<file path="config.mk">
export PLATFORM = sky130hd
export DESIGN_NAME = sdram_init_seq
export DESIGN_NICKNAME = d
export VERILOG_FILES = /design/src/rtl/sdram_init_seq.sv
export SDC_FILE = /design/constraint.sdc
export NUM_CORES = 1
export LEC_CHECK = 0
export ABC_AREA = 1
export BUFFER_PORTS_ARGS = -buffer_cell sky130_fd_sc_hd__buf_2
export CORE_UTILIZATION = 37
export DETAILED_ROUTE_END_ITERATION = 10
export PLACE_DENSITY = 0.67
export SLEW_MARGIN = 20
export SYNTH_ARGS = -nofsm -noshare
export SYNTH_HDL_FRONTEND = slang
export SYNTH_SLANG_ARGS = --single-unit
</file>
<file path="constraint.sdc">
create_clock -name clk -period 1.4 [get_ports clk]
set_input_delay 0.07 -clock clk [delete_from_list [all_inputs] [get_ports clk]]
set_output_delay 0.07 -clock clk [all_outputs]
set_load 0.02 [all_outputs]
</file>
<file path="src/rtl/sdram_init_seq.sv">
module sdram_init_seq #(
  parameter int CLK_MHZ      = 100,
  parameter int BUS_BITS     = 32,
  parameter int COL_BITS     = 8,
  parameter int ROW_BITS     = 12,
  parameter int BANK_BITS    = 2,
  parameter int CAS_LAT      = 3,
  parameter int BURST_CODE   = 2,
  parameter int PWRUP_NS     = 100000,
  parameter int NOP_WAIT_NS  = 10000,
  parameter int PALL_WAIT_NS = 1000,
  parameter int NOP2_WAIT_NS = 1000,
  parameter int REF_PHASE_NS = 10000,
  parameter int MODE_WAIT_NS = 10000,
  parameter int REF_FAST_NS  = 200,
  parameter int REF_NOM_NS   = 15625,
  parameter int T_RP_NS      = 20,
  parameter int T_RFC_NS     = 63,
  parameter int T_MRD_NS     = 30,
  parameter int REF_UNIT     = 16,
  parameter int REF_W        = 12,
  localparam int MODE_SHIFT  = $clog2(BUS_BITS/8) + COL_BITS + BANK_BITS,
  localparam int ADDR_W      = MODE_SHIFT + ROW_BITS
) (
  input  logic                 clk,
  input  logic                 rst_n,
  output logic                 cke,
  output logic                 cs_n,
  output logic                 ras_n,
  output logic                 cas_n,
  output logic                 we_n,
  output logic [ADDR_W-1:0]    addr,
  output logic [BANK_BITS-1:0] ba,
  output logic [REF_W-1:0]     ref_units,
  output logic                 init_done
);

  function automatic int ns2cyc(input longint ns);
    longint c;
    c = (ns * CLK_MHZ + 999) / 1000;
    return (c < 1) ? 1 : int'(c);
  endfunction

  function automatic int imax(input int a, input int b);
    return (a > b) ? a : b;
  endfunction

  localparam int T_RP   = ns2cyc(T_RP_NS);
  localparam int T_RFC  = ns2cyc(T_RFC_NS);
  localparam int T_MRD  = ns2cyc(T_MRD_NS);
  localparam int T_PWR  = imax(ns2cyc(PWRUP_NS), 2);
  localparam int T_NW   = imax(ns2cyc(NOP_WAIT_NS), 2);
  localparam int T_PW   = imax(imax(ns2cyc(PALL_WAIT_NS), T_RP), 2);
  localparam int T_N2   = imax(ns2cyc(NOP2_WAIT_NS), 2);
  localparam int T_PH   = imax(ns2cyc(REF_PHASE_NS), T_RFC + 1);
  localparam int T_MW   = imax(imax(ns2cyc(MODE_WAIT_NS), T_MRD), 2);
  localparam int FAST_U = (REF_FAST_NS * CLK_MHZ / 1000) / REF_UNIT + 1;
  localparam int NOM_U  = (REF_NOM_NS * CLK_MHZ / 1000) / REF_UNIT + 1;
  localparam int FAST_C = FAST_U * REF_UNIT;
  localparam int NOM_C  = NOM_U * REF_UNIT;
  localparam int MAXT   = imax(imax(imax(T_PWR, T_NW), imax(T_PW, T_N2)), imax(T_PH, T_MW));
  localparam int CW     = $clog2(MAXT + 1);
  localparam int RCW    = $clog2(imax(FAST_C, NOM_C) + 1);
  localparam int MODE_WORD = (CAS_LAT << 4) | BURST_CODE;

  typedef enum logic [3:0] {
    ST_PWR, ST_NOP1, ST_W1, ST_PALL, ST_W2, ST_NOP2, ST_W3,
    ST_RFAST, ST_RNOM, ST_MRS, ST_W4, ST_DONE
  } st_t;

  st_t            st;
  logic [CW-1:0]  cnt;
  logic [RCW-1:0] rcnt;
  logic           in_ref, do_ref, cnt_z, rcnt_z;

  assign cnt_z  = (cnt == '0);
  assign rcnt_z = (rcnt == '0);
  assign in_ref = (st == ST_RFAST) || (st == ST_RNOM);
  assign do_ref = in_ref && rcnt_z && (cnt >= CW'(T_RFC));

  always_ff @(posedge clk) begin
    if (!rst_n) begin
      st        <= ST_PWR;
      cnt       <= CW'(T_PWR - 1);
      rcnt      <= '0;
      ref_units <= '0;
    end else begin
      case (st)
        ST_PWR:  if (cnt_z) st <= ST_NOP1; else cnt <= cnt - 1'b1;
        ST_NOP1: begin st <= ST_W1; cnt <= CW'(T_NW - 2); end
        ST_W1:   if (cnt_z) st <= ST_PALL; else cnt <= cnt - 1'b1;
        ST_PALL: begin st <= ST_W2; cnt <= CW'(T_PW - 2); end
        ST_W2:   if (cnt_z) st <= ST_NOP2; else cnt <= cnt - 1'b1;
        ST_NOP2: begin st <= ST_W3; cnt <= CW'(T_N2 - 2); end
        ST_W3: begin
          if (cnt_z) begin
            st        <= ST_RFAST;
            cnt       <= CW'(T_PH - 1);
            rcnt      <= RCW'(FAST_C);
            ref_units <= REF_W'(FAST_U);
          end else cnt <= cnt - 1'b1;
        end
        ST_RFAST: begin
          if (cnt_z) begin
            st        <= ST_RNOM;
            cnt       <= CW'(T_PH - 1);
            rcnt      <= RCW'(NOM_C);
            ref_units <= REF_W'(NOM_U);
          end else begin
            cnt  <= cnt - 1'b1;
            rcnt <= rcnt_z ? RCW'(FAST_C - 1) : rcnt - 1'b1;
          end
        end
        ST_RNOM: begin
          if (cnt_z) st <= ST_MRS;
          else begin
            cnt  <= cnt - 1'b1;
            rcnt <= rcnt_z ? RCW'(NOM_C - 1) : rcnt - 1'b1;
          end
        end
        ST_MRS:  begin st <= ST_W4; cnt <= CW'(T_MW - 2); end
        ST_W4:   if (cnt_z) st <= ST_DONE; else cnt <= cnt - 1'b1;
        default: st <= ST_DONE;
      endcase
    end
  end

  logic [3:0] cmd;
  always_comb begin
    cmd = 4'b1111;
    if (st == ST_NOP1 || st == ST_NOP2) cmd = 4'b0111;
    else if (st == ST_PALL)             cmd = 4'b0010;
    else if (st == ST_MRS)              cmd = 4'b0000;
    else if (do_ref)                    cmd = 4'b0001;
  end

  assign {cs_n, ras_n, cas_n, we_n} = cmd;
  assign cke       = (st != ST_PWR);
  assign init_done = (st == ST_DONE);
  assign ba        = '0;
  assign addr      = (st == ST_PALL) ? (ADDR_W'(1) << (MODE_SHIFT + 10)) :
                     (st == ST_MRS)  ? (ADDR_W'(MODE_WORD) << MODE_SHIFT) : '0;

endmodule

</file>
Word-level counts from Yosys, hierarchy flattened
Cells that the tools add are included.
{ "totals": {"regBits": 41, "inputBits": 2, "out_inout_bits": 44} }
{ "op_classes": {"mux": 26, "n_reduce_logical": 19, "n_eq_ne": 20, "n_addsub": 2, "order_cmp": 1} }
{ "ops": {"columns": ["cell", "n"], "rows": [
  ["$pmux 14 s4", 1],
  ["$mux 11", 5],
  ["$mux 4", 11],
  ["$pmux 4 s11", 1],
  ["$pmux 11 s3", 1],
  ["$mux 14", 2],
  ["$mux 12", 2],
  ["$pmux 12 s2", 1],
  ["$mux 23", 1],
  ["$mux 18", 1],
  ["$ne 2x2->1 const B", 9],
  ["$eq 4x3->1 const B", 4],
  ["$eq 4x4->1 const B", 4],
  ["$ge 14x3->1 const B", 1],
  ["$logic_not 14->1", 1],
  ["$sub 14x1->14 const B", 1],
  ["$logic_not 11->1", 1],
  ["$sub 11x1->11 const B", 1],
  ["$eq 4x2->1 const B", 2],
  ["$reduce_bool 4->1", 2],
  ["$reduce_and 7->1", 1],
  ["$reduce_and 3->1", 2],
  ["$reduce_or 2->1", 3],
  ["$reduce_or 5->1", 1],
  ["other kinds (7)", 9]
]} }

Depth between registers and ports, before layout
Gate-level depths: netlist of run 1.
{ "depth": {"depth_word": 8, "ltp_mapped": 11, "depth_no_buf": 11} }

Worst setup path before layout of run 1
OpenSTA, ideal clock, no wires.
{ "synth_path": {"path_type": "register -> output", "startpoint": "register st[0]", "endpoint": "output cs_n", "t_arrival_ns": 1.629, "required_time_ns": 1.330, "stages_incl_launch_ff": 10, "slack_ns": -0.299, "cell_sequence": "dfxtp_1 inv_1 nor2_1 nand2_1 nor2_1 inv_1 nand2_1 nand2_1 nand2_1 a21oi_1"} }
{ "synth_via": {"elab_chain_len": 8, "elab_cells_between_ends": 14, "classes_between": "eq/ne: 6; mux: 4; reduce/logical: 4"} }
{ "synth_rtl": {"columns": ["item", "line", "rtl"], "rows": [
  ["start: declaration", "71", "st_t st;"],
  ["start signal: assignment", "83", "st <= ST_PWR;"],
  ["start signal: assignment", "89", "ST_PWR: if (cnt_z) st <= ST_NOP1; else cnt <= cnt - 1'b1;"],
  ["start signal: assignment", "90", "ST_NOP1: begin st <= ST_W1; cnt <= CW'(T_NW - 2); end"],
  ["$eq 4x3->1 / $eq 4x4->1 (equally long branches)", "78", "assign in_ref = (st == ST_RFAST) || (st == ST_RNOM);"],
  ["$logic_or 1x1->1", "78", null],
  ["$logic_and 1x1->1 (2 in a row)", "79", "assign do_ref = in_ref && rcnt_z && (cnt >= CW'(T_RFC));"],
  ["$mux 4", "134", "else if (do_ref) cmd = 4'b0001;"],
  ["$mux 4", "133", "else if (st == ST_MRS) cmd = 4'b0000;"],
  ["$mux 4", "132", "else if (st == ST_PALL) cmd = 4'b0010;"],
  ["$mux 4 (*)", "131", "if (st == ST_NOP1 || st == ST_NOP2) cmd = 4'b0111;"],
  ["end: declaration", "28", "output logic cs_n,"]
]} }
Mark *: on every way between the ends. The rest lies on a longest branch, timed or not.

Final worst setup path of run 1
{ "layout_path": {"startpoint": "register cnt[1]", "endpoint": "output cs_n"} }
{ "layout_via": {"elab_chain_len": 6} }
{ "layout_rtl": {"columns": ["item", "line", "rtl"], "rows": [
  ["start: declaration", "72", "logic [CW-1:0] cnt;"],
  ["start signal: assignment", "84", "cnt <= CW'(T_PWR - 1);"],
  ["start signal: assignment", "98", "cnt <= CW'(T_PH - 1);"],
  ["start signal: assignment", "101", "end else cnt <= cnt - 1'b1;"],
  ["$ge 14x3->1", "79", null],
  ["$logic_and 1x1->1", "79", null],
  ["$mux 4", "134", null],
  ["$mux 4", "133", null],
  ["$mux 4", "132", null],
  ["$mux 4", "131", null]
]} }
Every way passes these cells.

==> impl_metrics.prom, run 1 <==
# TYPE chip_impl_metric gauge
chip_impl_metric{name="mappedNetlistArea",unit="um2"} 2380
chip_impl_metric{name="switching_share",unit="%"} 27.8
chip_impl_metric{name="hpwlAfterDp",unit="mm"} 4.50
chip_impl_metric{name="worst_path_largest_cell_delay",unit="ns"} 0.33
chip_impl_metric{name="finalWorstPathRequiredPeriod",unit="ns"} 1.64
chip_impl_metric{name="setup.reg_to_reg.worst_slack",unit="ns"} -0.18
chip_impl_info{name="synth_top_flop_cell",value="dfxtp_1"} 1
chip_impl_metric{name="synth-compound-area-share",unit="%"} 13.0
chip_impl_metric{name="rows",unit=""} 28
chip_impl_metric{name="antenna_cells_inserted",unit=""} 0
chip_impl_info{name="crit_path_most_repeated_cell",value="nand2_2"} 1
chip_impl_metric{name="report.final.setup_viol",unit=""} 31
chip_impl_metric{name="die_y",unit="um"} 82.2
chip_impl_metric{name="numClockSinks",unit=""} 31
chip_impl_metric{name="synth_fa_ha_area_share",unit="%"} 2.63
chip_impl_metric{name="synth-seq-area-share",unit="%"} 26.1
chip_impl_metric{name="fraction_of_final_layout_cells_sized_beyond_drive_strength_1",unit="%"} 47.3
chip_impl_metric{name="timing.final.crit_share",unit="%"} 117
chip_impl_metric{name="fp.dieArea",unit="um2"} 6760
chip_impl_metric{name="maxSlewViolCount",unit=""} 0
chip_impl_metric{name="p_clk_share",unit="%"} 39.1
chip_impl_metric{name="grt_pass1_vias",unit=""} 2390
chip_impl_info{name="grt_setup_unrepaired",value="true"} 1
chip_impl_metric{name="placedCellCount",unit=""} 507
chip_impl_info{name="synthTopCellsByCount",value="nand2_1, nor2_1, buf_4"} 1
chip_impl_metric{name="min_path_cells",unit=""} 3
chip_impl_metric{name="wire_length_of_the_first_global_routing_pass",unit="mm"} 10.8
chip_impl_info{name="run_status",value="finished, violations left"} 1
chip_impl_metric{name="hold_viol",unit=""} 0
chip_impl_metric{name="synthToLayoutAreaGrowth",unit="%"} 46.2
chip_impl_metric{name="cts_buffer_depth",unit=""} 2
chip_impl_metric{name="comb_power_share",unit="%"} 11.0
chip_impl_metric{name="worst_ep_arrival_time",unit="ns"} 1.57
chip_impl_metric{name="routed_wl",unit="mm"} 6.75
chip_impl_metric{name="nNetsFinal",unit=""} 461
chip_impl_metric{name="static-leakage-power",unit="uW"} 0.00170
chip_impl_metric{name="ir_drop",unit="uV"} 394
chip_impl_metric{name="final.setup.tns",unit="ns"} -1.82
chip_impl_metric{name="worst-endpoint-required",unit="ns"} 1.33
chip_impl_metric{name="grt_antenna_before_repair",unit=""} 0
chip_impl_metric{name="route.antenna.remaining_nets",unit=""} 0
chip_impl_metric{name="synth.yosys.warnings",unit=""} 0
chip_impl_metric{name="maxSlewHeadroom",unit="%"} 55.5
chip_impl_metric{name="num_vias",unit=""} 2577
chip_impl_metric{name="rr_worst_depth",unit=""} 10
chip_impl_metric{name="worst_hold_slack",unit="ns"} 0.204
chip_impl_info{name="timing.rr.end",value="cnt[3]"} 1
chip_impl_metric{name="path_clk_slew",unit="ns"} 0.07
chip_impl_metric{name="grt_start_max_net_pins",unit=""} 17
chip_impl_metric{name="achievable_frequency",unit="MHz"} 610
chip_impl_metric{name="internal_power",unit="uW"} 1290
chip_impl_metric{name="synth_simple_gate_area_share",unit="%"} 35.4
chip_impl_metric{name="power.share.sequential",unit="%"} 50.0
chip_impl_metric{name="cts_max_level",unit=""} 2
chip_impl_metric{name="final_ws_setup",unit="ns"} -0.239
chip_impl_info{name="synth_top_cells_by_area",value="dfxtp_1, nand2_1, buf_4, nor2_1, a21oi_1"} 1
chip_impl_metric{name="design.portCount",unit=""} 46
chip_impl_metric{name="synthesis.instances",unit=""} 363
chip_impl_info{name="clock_root_buffer",value="clkbuf_8"} 1
chip_impl_metric{name="start_util",unit="%"} 39.3
chip_impl_metric{name="die_w",unit="um"} 82.2
chip_impl_metric{name="synth_top_cell_area_share",unit="%"} 26.1
chip_impl_info{name="min_path_type",value="input pin to flip-flop"} 1
chip_impl_info{name="synthMostInstantiatedCell",value="nand2_1"} 1
chip_impl_metric{name="floorplan.core_area",unit="um2"} 6060
chip_impl_metric{name="syn-mean-instance-area",unit="um2"} 6.56
chip_impl_metric{name="routability_driven_placement_congestion_ratio",unit=""} 0.920
chip_impl_metric{name="first_iter_violations",unit=""} 151
chip_impl_metric{name="gr-usage-all-layers",unit="%"} 21.0
chip_impl_info{name="timing.critical_path.slowest_stage_cell",value="dfxtp_2"} 1
chip_impl_info{name="tritoncts_clock_tree",value="done"} 1
chip_impl_metric{name="port_buf_inserts",unit=""} 14
chip_impl_info{name="synth_top_family_by_area",value="simple AND/OR/NAND/NOR gates"} 1
chip_impl_metric{name="worst_slew_pin_slew",unit="ns"} 0.666
chip_impl_info{name="synth_area_leader_cell",value="dfxtp_1"} 1
chip_impl_metric{name="overflow_left_after_global_routing",unit=""} 0
chip_impl_metric{name="number_of_iterations_in_the_first_detailed_routing_pass",unit=""} 5
chip_impl_metric{name="post_synth_num_cell_types",unit=""} 35
chip_impl_metric{name="synthMuxAreaShare",unit="%"} 0
chip_impl_info{name="crit_path_end_kind",value="output pin"} 1
chip_impl_metric{name="finish.cell_count_without_fillers",unit=""} 530
chip_impl_metric{name="synth_async_sr_flop_share",unit="%"} 0
chip_impl_metric{name="sw_pwr",unit="uW"} 496
chip_impl_metric{name="routedWlPerCell",unit="um"} 12.7
chip_impl_metric{name="synth_xor_xnor_area_share",unit="%"} 3.68
chip_impl_metric{name="tritoncts.num_buffers",unit=""} 5
chip_impl_info{name="violated_checks",value="negative setup slack"} 1
chip_impl_info{name="reg2reg_from",value="cnt[1]"} 1
chip_impl_metric{name="worst_skew_pair_latency",unit="ns"} 0.29
chip_impl_metric{name="pwr_density_cell",unit="nW/um2"} 513
chip_impl_metric{name="avgViaCountPerCell",unit=""} 4.86
chip_impl_info{name="min-delay-start",value="rst_n"} 1
chip_impl_metric{name="synth.ff_latch_count",unit=""} 31
chip_impl_info{name="worst_hold_path.endpoint",value="cnt[2]"} 1
chip_impl_metric{name="clock_skew",unit="ns"} 0.00958
chip_impl_metric{name="synth_edf_count",unit=""} 0
chip_impl_info{name="timing.critical_path.cells",value="buf_6 -> ha_4 -> a21oi_2 -> nand2_1 -> nand2_2 -> nand2_2 -> nand2_2 -> nand2_4 -> a21oi_4 -> buf_6"} 1
chip_impl_metric{name="critPathMaxFanout",unit=""} 2
chip_impl_info{name="worstSetupStartpointType",value="flip-flop"} 1
chip_impl_info{name="critPathKind",value="flip-flop to output pin"} 1
chip_impl_metric{name="route.detailed.drc",unit=""} 0
chip_impl_metric{name="number_of_maximum_capacitance_constraint_violations",unit=""} 0
[flip-flops by register name (all words and copies together), names as in the netlist]
| name | cells |
|---|---|
| st | 4 |
| cnt | 14 |
| rcnt | 11 |
| ref_units | 2 |
[cells by family (layout without fill, tap and decap cells)]
logic type / count (synthesis) / count (layout)
AOI/OAI and AO/OA: 53 / 53
xor gates and xnor gates: 10 / 10
adders and majority gates: 5 / 5
buffers and inverters: 77 / 139
DFF: 31 / 31
other: 1 / 31
and+or+nand+nor: 186 / 186
[metal layers]
layer  GRT usage, %  wire length, um  up-vias  share of wire, %
met1           25.4             2910     1173                43
met3           4.51              432       19               6.4
met2           35.4             3260      105                48
met5              0                0        -                 0
met4           9.47              148        0               2.2
li1               -                -     1280                 -
[cells in the final DEF, fill, tap and decap left out, types with 3 or more instances in the layout]
cell	netlist	routed
o21ai_1	0	7
dfxtp_2	0	8
dfxtp_1	31	18
nand4_1	8	8
inv_2	5	12
nor2_4	4	15
nand2_2	5	18
buf_6	4	18
nor2_2	5	14
conb_1	1	31
o21ai_2	3	5
nand3_1	19	14
ha_4	0	3
buf_4	34	69
xnor2_1	6	5
a21oi_1	25	19
dfxtp_4	0	5
nor2_1	49	29
nand2_4	3	9
clkbuf_8	0	5
nand2_1	87	68
xor2_1	4	4
inv_1	29	18
nand3_2	2	6
o211ai_1	4	4
o21ai_0	15	6
buf_2	1	7
a21oi_2	1	6
inv_4	0	4
[through the flow]
stage,instance area (um2),setup slack (ns),utilization (%),total power (uW)
global placement,2910,-0.0556,48.0,1070
global route,3480,-0.296,57.4,1840
detailed placement,2910,-0.0581,48.0,1080
CTS,3360,-0.212,55.5,1780
floorplan,2550,0.00967,-,1110
finish,3480,-0.239,57.4,1790
[cell type report]
cell class | count | area, um2
clock buffers | 7 | 76.3
clock inverters | 1 | 5.00
inverters | 36 | 150
well taps | 75 | 93.8
fillers | 496 | 2580
flip-flops and latches | 31 | 649
repair buffers | 95 | 776
multi-input cells | 285 | 1730
[worst max-delay path: cells and delay by family, from the launching register on]
kind	cells	cell delay [ns]
buffers and inverters	2	0.25
flip-flops	1	0.33
AO/OA/AOI/OAI	2	0.23
AND/OR/NAND/NOR	5	0.35
adder cells (fa/ha/maj)	1	0.14
[worst max path at each step]
stage               slack, ns  endpoint  cells after the start  startpoint
global route            -0.30      cs_n                     10      cnt[3]
detailed placement      -0.06    cnt[4]                      9       st[2]
floorplan                0.01     ras_n                     10       st[3]
finish                  -0.24      cs_n                     10      cnt[1]
CTS                     -0.21      cs_n                     10      cnt[1]
global placement        -0.06    cnt[4]                      9       st[2]
[repair_timing]
item                       CTS  global route
gates resized for setup     91            37
pin swaps                   33            23
setup endpoints to repair   28            39
setup buffers               13             3
hold buffers                 0             0
[power by group through the flow]
stage               combinational [uW]  sequential (uW)  clock, uW
finish                             196              892        697
global route                       216              892        735
CTS                                175              894        709
detailed placement                 160              916          0
global placement                   159              916          0
floorplan                          190              917          0
Note: power is estimated with default switching activity, not from simulation.
==> inputs of run 2 (changes only) <==
CELL_PAD_IN_SITES_DETAIL_PLACEMENT = 1   (was unset)
CELL_PAD_IN_SITES_GLOBAL_PLACEMENT = 1   (was unset)
CORE_UTILIZATION = 35   (was 37)
PLACE_DENSITY = 0.84   (was 0.67)
SETUP_SLACK_MARGIN = 0.2   (was unset)
==> run 2 against run 1 <==
Compared with the run above:
- critical endpoint is now st[3]
- sequential share of layout area shrank 2.8 points
- fmax shrank 12%
- core utilization is 6.1 points higher
- the run ends with design-rule violations, negative setup slack left
- flip-flop and latch count unchanged
==> impl_metrics.prom, run 2 (synthesis results as in run 1) <==
# TYPE chip_impl_metric gauge
chip_impl_info{name="grt_setup_unrepaired",value="true"} 1
chip_impl_metric{name="hold_viol",unit=""} 0
chip_impl_info{name="reg2reg_from",value="st[1]"} 1
chip_impl_info{name="worst_hold_path.endpoint",value="cnt[2]"} 1
chip_impl_metric{name="grt_pass1_vias",unit=""} 3352
chip_impl_metric{name="rr_worst_depth",unit=""} 6
chip_impl_metric{name="die_y",unit="um"} 84.5
chip_impl_metric{name="min_path_cells",unit=""} 3
chip_impl_metric{name="cts_max_level",unit=""} 2
chip_impl_metric{name="worst_slew_pin_slew",unit="ns"} 0.604
chip_impl_metric{name="route.antenna.remaining_nets",unit=""} 0
chip_impl_metric{name="numClockSinks",unit=""} 31
chip_impl_metric{name="synthToLayoutAreaGrowth",unit="%"} 72.2
chip_impl_metric{name="cts_buffer_depth",unit=""} 2
chip_impl_metric{name="rows",unit=""} 29
chip_impl_metric{name="path_clk_slew",unit="ns"} 0.09
chip_impl_metric{name="floorplan.core_area",unit="um2"} 6460
chip_impl_info{name="clock_root_buffer",value="clkbuf_8"} 1
chip_impl_metric{name="cts.hold.buffers_added",unit=""} 0
chip_impl_info{name="timing.rr.end",value="st[3]"} 1
chip_impl_metric{name="die_w",unit="um"} 84.5
chip_impl_metric{name="port_buf_inserts",unit=""} 14
chip_impl_metric{name="route.detailed.drc",unit=""} 7
chip_impl_metric{name="nNetsFinal",unit=""} 493
chip_impl_metric{name="total_power",unit="uW"} 1950
chip_impl_metric{name="critPathMaxFanout",unit=""} 4
chip_impl_info{name="largest_register",value="cnt"} 1
chip_impl_metric{name="fp.dieArea",unit="um2"} 7130
chip_impl_info{name="min_path_type",value="input pin to flip-flop"} 1
chip_impl_info{name="largest_registers_in_the_final_layout",value="cnt: 14 flops, rcnt: 11 flops, st: 4 flops"} 1
chip_impl_metric{name="setup.reg_to_reg.worst_slack",unit="ns"} -0.47
chip_impl_metric{name="number_of_maximum_capacitance_constraint_violations",unit=""} 0
chip_impl_metric{name="first_iter_violations",unit=""} 341
chip_impl_info{name="layout_common_cells",value="buf_4, nand2_1, buf_6"} 1
chip_impl_metric{name="static-leakage-power",unit="uW"} 0.00197
chip_impl_metric{name="report.final.setup_viol",unit=""} 40
chip_impl_metric{name="worst_skew_pair_latency",unit="ns"} 0.32
chip_impl_metric{name="wire_length_of_the_first_global_routing_pass",unit="mm"} 18.9
chip_impl_metric{name="routability_driven_placement_congestion_ratio",unit=""} 0.895
chip_impl_metric{name="clock_skew",unit="ns"} 0.00659
chip_impl_metric{name="overflow_left_after_global_routing",unit=""} 0
chip_impl_metric{name="gr-usage-all-layers",unit="%"} 35.4
chip_impl_info{name="worstSetupStartpointType",value="flip-flop"} 1
chip_impl_metric{name="grt_antenna_before_repair",unit=""} 0
chip_impl_metric{name="final_ws_setup",unit="ns"} -0.467
chip_impl_metric{name="timing.final.crit_share",unit="%"} 133
chip_impl_metric{name="fraction_of_final_layout_cells_sized_beyond_drive_strength_1",unit="%"} 59.3
chip_impl_metric{name="design.portCount",unit=""} 46
chip_impl_metric{name="worst_ep_arrival_time",unit="ns"} 2.11
chip_impl_metric{name="antenna_cells_inserted",unit=""} 0
chip_impl_metric{name="hpwlAfterDp",unit="mm"} 5.82
chip_impl_metric{name="grt_start_max_net_pins",unit=""} 17
chip_impl_metric{name="achievable_frequency",unit="MHz"} 536
chip_impl_metric{name="num_vias",unit=""} 3288
chip_impl_info{name="critPathKind",value="flip-flop to flip-flop"} 1
chip_impl_metric{name="maxSlewViolCount",unit=""} 0
chip_impl_metric{name="routed_wl",unit="mm"} 14.0
chip_impl_metric{name="largest_register_ff_count",unit=""} 14
chip_impl_metric{name="start_util",unit="%"} 36.8
chip_impl_metric{name="final.setup.tns",unit="ns"} -10.40
chip_impl_info{name="run_status",value="finished, violations left"} 1
chip_impl_metric{name="worst-endpoint-required",unit="ns"} 1.65
chip_impl_info{name="min-delay-start",value="rst_n"} 1
chip_impl_metric{name="ir_drop",unit="uV"} 557
chip_impl_metric{name="finalWorstPathRequiredPeriod",unit="ns"} 1.87
chip_impl_metric{name="tritoncts.num_buffers",unit=""} 5
chip_impl_metric{name="maxSlewHeadroom",unit="%"} 59.3
chip_impl_info{name="violated_checks",value="design-rule violations, negative setup slack"} 1
chip_impl_metric{name="routedWlPerCell",unit="um"} 24.8
chip_impl_metric{name="avgViaCountPerCell",unit=""} 5.83
chip_impl_info{name="tritoncts_clock_tree",value="done"} 1
chip_impl_info{name="crit_path_end_kind",value="flip-flop"} 1
chip_impl_info{name="final_common_cell",value="buf_4"} 1
chip_impl_metric{name="pwr_density_cell",unit="nW/um2"} 476
chip_impl_metric{name="number_of_iterations_in_the_first_detailed_routing_pass",unit=""} 8
==> run 2: changes by cell type in the layout (fill, tap and decap cells not counted), moves of 4 or more <==
cell / previous run / this run
buf_4: 69 / 84
nor2_4: 15 / 27
a21oi_2: 6 / 10
nor2_1: 29 / 21
nand2_4: 9 / 17
nor2_2: 14 / 10
inv_1: 18 / 13
a21oi_1: 19 / 14
nand2_2: 18 / 25
buf_6: 18 / 36
nand2_1: 68 / 50
==> run 2: repair_timing <==
action | CTS | global route
pin swaps | 46 | 30
gates cloned | 1 | 0
buffers inserted | 33 | 13
resized for setup | 137 | 61
endpoints found under the hold margin | 0 | 0
endpoints found under the setup margin | 41 | 41
==> run 2: how the worst max path moves through the flow <==
stage / startpoint / end / slack [ns] / depth (start not counted)
floorplan: st[0] / ras_n / 0.06 / 9
global placement: rcnt[2] / rcnt[10] / -0.07 / 9
finish: st[1] / st[3] / -0.47 / 6
CTS: cnt[3] / cs_n / -0.20 / 10
detailed placement: cnt[6] / rcnt[2] / -0.20 / 9
global route: st[1] / st[3] / -0.43 / 8
==> run 2: routing by layer <==
layer / track usage (%) / wire (um) / share of wire (%) / vias to the layer above
met1: 36.3 / 4990 / 36 / 1580
met3: 8.85 / 1170 / 8.4 / 105
met5: 0 / 0 / 0 / -
met4: 27.1 / 1220 / 8.7 / 0
li1: - / - / - / 1336
met2: 62.1 / 6600 / 47 / 267
==> run 2: worst max-delay path, stage by stage, from the launching register on <==
cell and delay (ns):
dfxtp_4 0.40, buf_6 0.14, nand2_8 0.07, buf_6 0.13, o21ai_0 0.48, o211ai_1 0.39, inv_1 0.18
==> run 2: area by class of cell <==
class                      count  area, um2
inverter                      36        175
tap                           77       96.3
timing repair inverter         1       8.76
clock buffer                   5       68.8
fill                         751       2360
clock inverter                 3       23.8
sequential                    31        652
timing repair buffer         126       1100
multi-input combinational    285       1980
==> run 2: power by group <==
part | switching, uW | internal, uW | total [uW] | leakage, uW
logic | 163 | 65.8 | 229 | 0.00167
clock network | 474 | 356 | 831 | 0.0000408
registers | 10.7 | 880 | 891 | 0.000254
total | 649 | 1300 | 1950 | 0.00197
==> run 2: through the flow <==
stage	utilization (%)	worst slack [ns]	hold WS [ns]	area (um2)	std cells
after floorplan	-	0.0624	0.208	2620	393
after global placement	45.9	-0.0676	0.456	2960	509
after detailed placement	45.9	-0.201	0.455	2960	509
after CTS	58.8	-0.203	0.170	3800	551
after global routing	63.4	-0.427	0.195	4100	564
final	63.4	-0.467	0.186	4100	564
==> inputs of run 3 (changes only) <==
==> constraint.sdc (replaced) <==
create_clock -name clk -period 1.4 [get_ports clk]
set_input_delay 0.14 -clock clk [delete_from_list [all_inputs] [get_ports clk]]
set_output_delay 0.14 -clock clk [all_outputs]
set_load 0.02 [all_outputs]
==> run 3 against run 2 <==
Compared with the run above:
- the flow still finishes with violations (design-rule violations, negative setup slack)
- clock skew increased by 0.015 ns
- worst hold slack improved by 0.11 ns
- final area grew 6.4%
- wire length rose by 18%
- combinational power is 13% higher
- worst setup slack got worse by 0.21 ns
- via count increased by 7.9%
- global-route usage grew 3.3 points
- clock power up 28%
- die area did not move
- highest routed layer unchanged
==> impl_metrics.prom, run 3 (synthesis results as in run 1) <==
# TYPE chip_impl_metric gauge
chip_impl_metric{name="final_ws_setup",unit="ns"} -0.680
chip_impl_metric{name="internal_power",unit="uW"} 1540
chip_impl_metric{name="fp.dieArea",unit="um2"} 7130
chip_impl_metric{name="cts.hold.buffers_added",unit=""} 0
chip_impl_metric{name="comb_power_share",unit="%"} 11.7
chip_impl_info{name="crit_path_most_repeated_cell",value="nand2_1"} 1
chip_impl_info{name="worstSetupStartpointType",value="flip-flop"} 1
chip_impl_metric{name="achievable_frequency",unit="MHz"} 481
chip_impl_metric{name="routedWlPerCell",unit="um"} 29.0
chip_impl_metric{name="finalWorstPathRequiredPeriod",unit="ns"} 2.08
chip_impl_metric{name="grt_start_max_net_pins",unit=""} 17
chip_impl_metric{name="gr-usage-all-layers",unit="%"} 38.6
chip_impl_metric{name="path_clk_slew",unit="ns"} 0.10
chip_impl_metric{name="switching_share",unit="%"} 30.5
chip_impl_info{name="timing.critical_path.cells",value="buf_4 -> nand2_1 -> nand3_2 -> inv_1 -> nand3_2 -> nand2_4 -> buf_6 -> nor2_2 -> nand2_1 -> nand2_1 -> nor2_1"} 1
chip_impl_metric{name="static-leakage-power",unit="uW"} 0.00213
chip_impl_info{name="critPathKind",value="flip-flop to flip-flop"} 1
chip_impl_info{name="startpoint",value="st[3]"} 1
chip_impl_metric{name="timing.final.crit_share",unit="%"} 149
chip_impl_metric{name="dp_slack",unit="ns"} -0.186
chip_impl_metric{name="cts_buffer_depth",unit=""} 2
chip_impl_info{name="final_common_cell",value="buf_4"} 1
chip_impl_metric{name="critPathMaxFanout",unit=""} 4
chip_impl_metric{name="ir_drop",unit="uV"} 662
chip_impl_info{name="tritoncts_clock_tree",value="done"} 1
chip_impl_metric{name="maxSlewViolCount",unit=""} 0
chip_impl_metric{name="hpwlAfterDp",unit="mm"} 6.08
chip_impl_metric{name="synthToLayoutAreaGrowth",unit="%"} 83.2
chip_impl_metric{name="antenna_cells_inserted",unit=""} 0
chip_impl_metric{name="overflow_left_after_global_routing",unit=""} 0
chip_impl_metric{name="worst_hold_slack",unit="ns"} 0.300
chip_impl_info{name="run_status",value="finished, violations left"} 1
chip_impl_metric{name="nNetsFinal",unit=""} 499
chip_impl_info{name="violated_checks",value="design-rule violations, negative setup slack"} 1
chip_impl_metric{name="maxSlewHeadroom",unit="%"} 59.1
chip_impl_metric{name="routability_driven_placement_congestion_ratio",unit=""} 0.810
chip_impl_info{name="timing.critical_path.slowest_stage_cell",value="dfxtp_4"} 1
chip_impl_metric{name="fraction_of_final_layout_cells_sized_beyond_drive_strength_1",unit="%"} 63.9
chip_impl_metric{name="first_iter_violations",unit=""} 350
chip_impl_metric{name="p_clk_share",unit="%"} 48.0
chip_impl_info{name="largest_register",value="cnt"} 1
chip_impl_metric{name="number_of_iterations_in_the_first_detailed_routing_pass",unit=""} 8
chip_impl_info{name="min-delay-start",value="rst_n"} 1
chip_impl_metric{name="route.detailed.drc",unit=""} 4
chip_impl_info{name="crit_path_end_kind",value="flip-flop"} 1
chip_impl_metric{name="report.final.setup_viol",unit=""} 41
chip_impl_metric{name="die_y",unit="um"} 84.5
chip_impl_info{name="layout_common_cells",value="buf_4, buf_6, nand2_1"} 1
chip_impl_info{name="clock_root_buffer",value="clkbuf_8"} 1
chip_impl_info{name="critical_path.top_delay_family",value="simple AND/OR/NAND/NOR gates"} 1
chip_impl_metric{name="numClockSinks",unit=""} 31
chip_impl_metric{name="cts_max_level",unit=""} 2
chip_impl_metric{name="start_util",unit="%"} 36.8
chip_impl_metric{name="sw_pwr",unit="uW"} 675
chip_impl_metric{name="worst_skew_pair_latency",unit="ns"} 0.32
chip_impl_metric{name="pwr_density_cell",unit="nW/um2"} 507
chip_impl_metric{name="routed_wl",unit="mm"} 16.5
chip_impl_metric{name="worst_slew_pin_slew",unit="ns"} 0.607
chip_impl_metric{name="rows",unit=""} 29
chip_impl_metric{name="worst_ep_arrival_time",unit="ns"} 2.32
chip_impl_metric{name="design.portCount",unit=""} 46
chip_impl_metric{name="hold_viol",unit=""} 0
chip_impl_metric{name="worst_path_largest_cell_delay",unit="ns"} 0.39
chip_impl_metric{name="number_of_maximum_capacitance_constraint_violations",unit=""} 0
chip_impl_metric{name="worst-endpoint-required",unit="ns"} 1.64
chip_impl_metric{name="num_vias",unit=""} 3548
chip_impl_metric{name="floorplan.core_area",unit="um2"} 6460
chip_impl_info{name="reg2reg_from",value="st[3]"} 1
chip_impl_metric{name="largest_register_ff_count",unit=""} 14
chip_impl_metric{name="wire_length_of_the_first_global_routing_pass",unit="mm"} 20.4
chip_impl_info{name="grt_setup_unrepaired",value="true"} 1
chip_impl_info{name="min_path_type",value="input pin to flip-flop"} 1
chip_impl_metric{name="grt_pass1_vias",unit=""} 3483
chip_impl_metric{name="clock_skew",unit="ns"} 0.0211
chip_impl_metric{name="tritoncts.num_buffers",unit=""} 5
chip_impl_metric{name="port_buf_inserts",unit=""} 14
chip_impl_metric{name="route.antenna.remaining_nets",unit=""} 0
chip_impl_metric{name="die_w",unit="um"} 84.5
chip_impl_metric{name="grt_antenna_before_repair",unit=""} 0
chip_impl_metric{name="avgViaCountPerCell",unit=""} 6.22
chip_impl_info{name="largest_registers_in_the_final_layout",value="cnt: 14 flops, rcnt: 11 flops, st: 4 flops"} 1
chip_impl_metric{name="power.share.sequential",unit="%"} 40.3
chip_impl_metric{name="path_buf_inv",unit=""} 3
[run 3: cell type report]
class,count,area (um2)
Clock buffer,6,82.6
Clock inverter,2,35.0
Fill cell,752,2100
Inverter,36,180
Multi-Input combinational cell,285,2110
Sequential cell,31,653
Tap cell,77,96.3
Timing Repair Buffer,133,1200
[run 3: power groups by stage]
stage | registers [uW] | clock network (uW) | logic, uW
after floorplan | 918 | 0 | 192
after global placement | 919 | 0 | 165
after detailed placement | 919 | 0 | 173
after CTS | 891 | 992 | 221
after global routing | 891 | 1090 | 268
final | 891 | 1060 | 258
[run 3: metal layers]
| metal | GRT usage (%) | wire length (um) | vias to the layer above |
|---|---|---|---|
| met5 | 0 | 0 | - |
| met4 | 25.7 | 1450 | 0 |
| met3 | 10.3 | 2200 | 154 |
| met2 | 66.1 | 7150 | 385 |
| met1 | 42.1 | 5750 | 1657 |
| li1 | - | - | 1352 |
[run 3: path summary, 6_finish.rpt]
path	end	slack (ns)	cells after the start
setup / recovery	cnt[4]	-0.68	11
hold / removal	cnt[3]	0.30	3
setup reg to reg	cnt[4]	-0.68	11
hold reg to reg	ref_units[5]	0.51	2
[run 3: repair_timing]
item / in CTS / in global routing
setup endpoints to repair: 41 / 41
resized for setup: 156 / 87
endpoints found under the hold margin: 0 / 0
pin swaps: 56 / 45
buffers inserted: 36 / 14
[run 3: worst register-to-register path, stage by stage (launching register included)]
cell     delay (ns)
dfxtp_4        0.39
buf_4          0.17
nand2_1        0.18
nand3_2        0.13
inv_1          0.16
nand3_2        0.12
nand2_4        0.16
buf_6          0.15
nor2_2         0.05
nand2_1        0.18
nand2_1        0.14
nor2_1         0.18
[run 3: through the flow]
| step | total power, uW | setup TNS, ns | cells | utilization [%] | area [um2] |
|---|---|---|---|---|---|
| 3_5_place_dp | 1090 | -3.10 | 512 | 46.4 | 3000 |
| 5_1_grt | 2240 | -16.10 | 570 | 67.5 | 4360 |
| 6_report | 2210 | -15.67 | 570 | 67.5 | 4360 |
| 3_3_place_gp | 1080 | -1.41 | 512 | 46.4 | 3000 |
| 2_1_floorplan | 1110 | -0.00758 | 393 | - | 2620 |
| 4_1_cts | 2100 | -7.07 | 556 | 60.9 | 3930 |
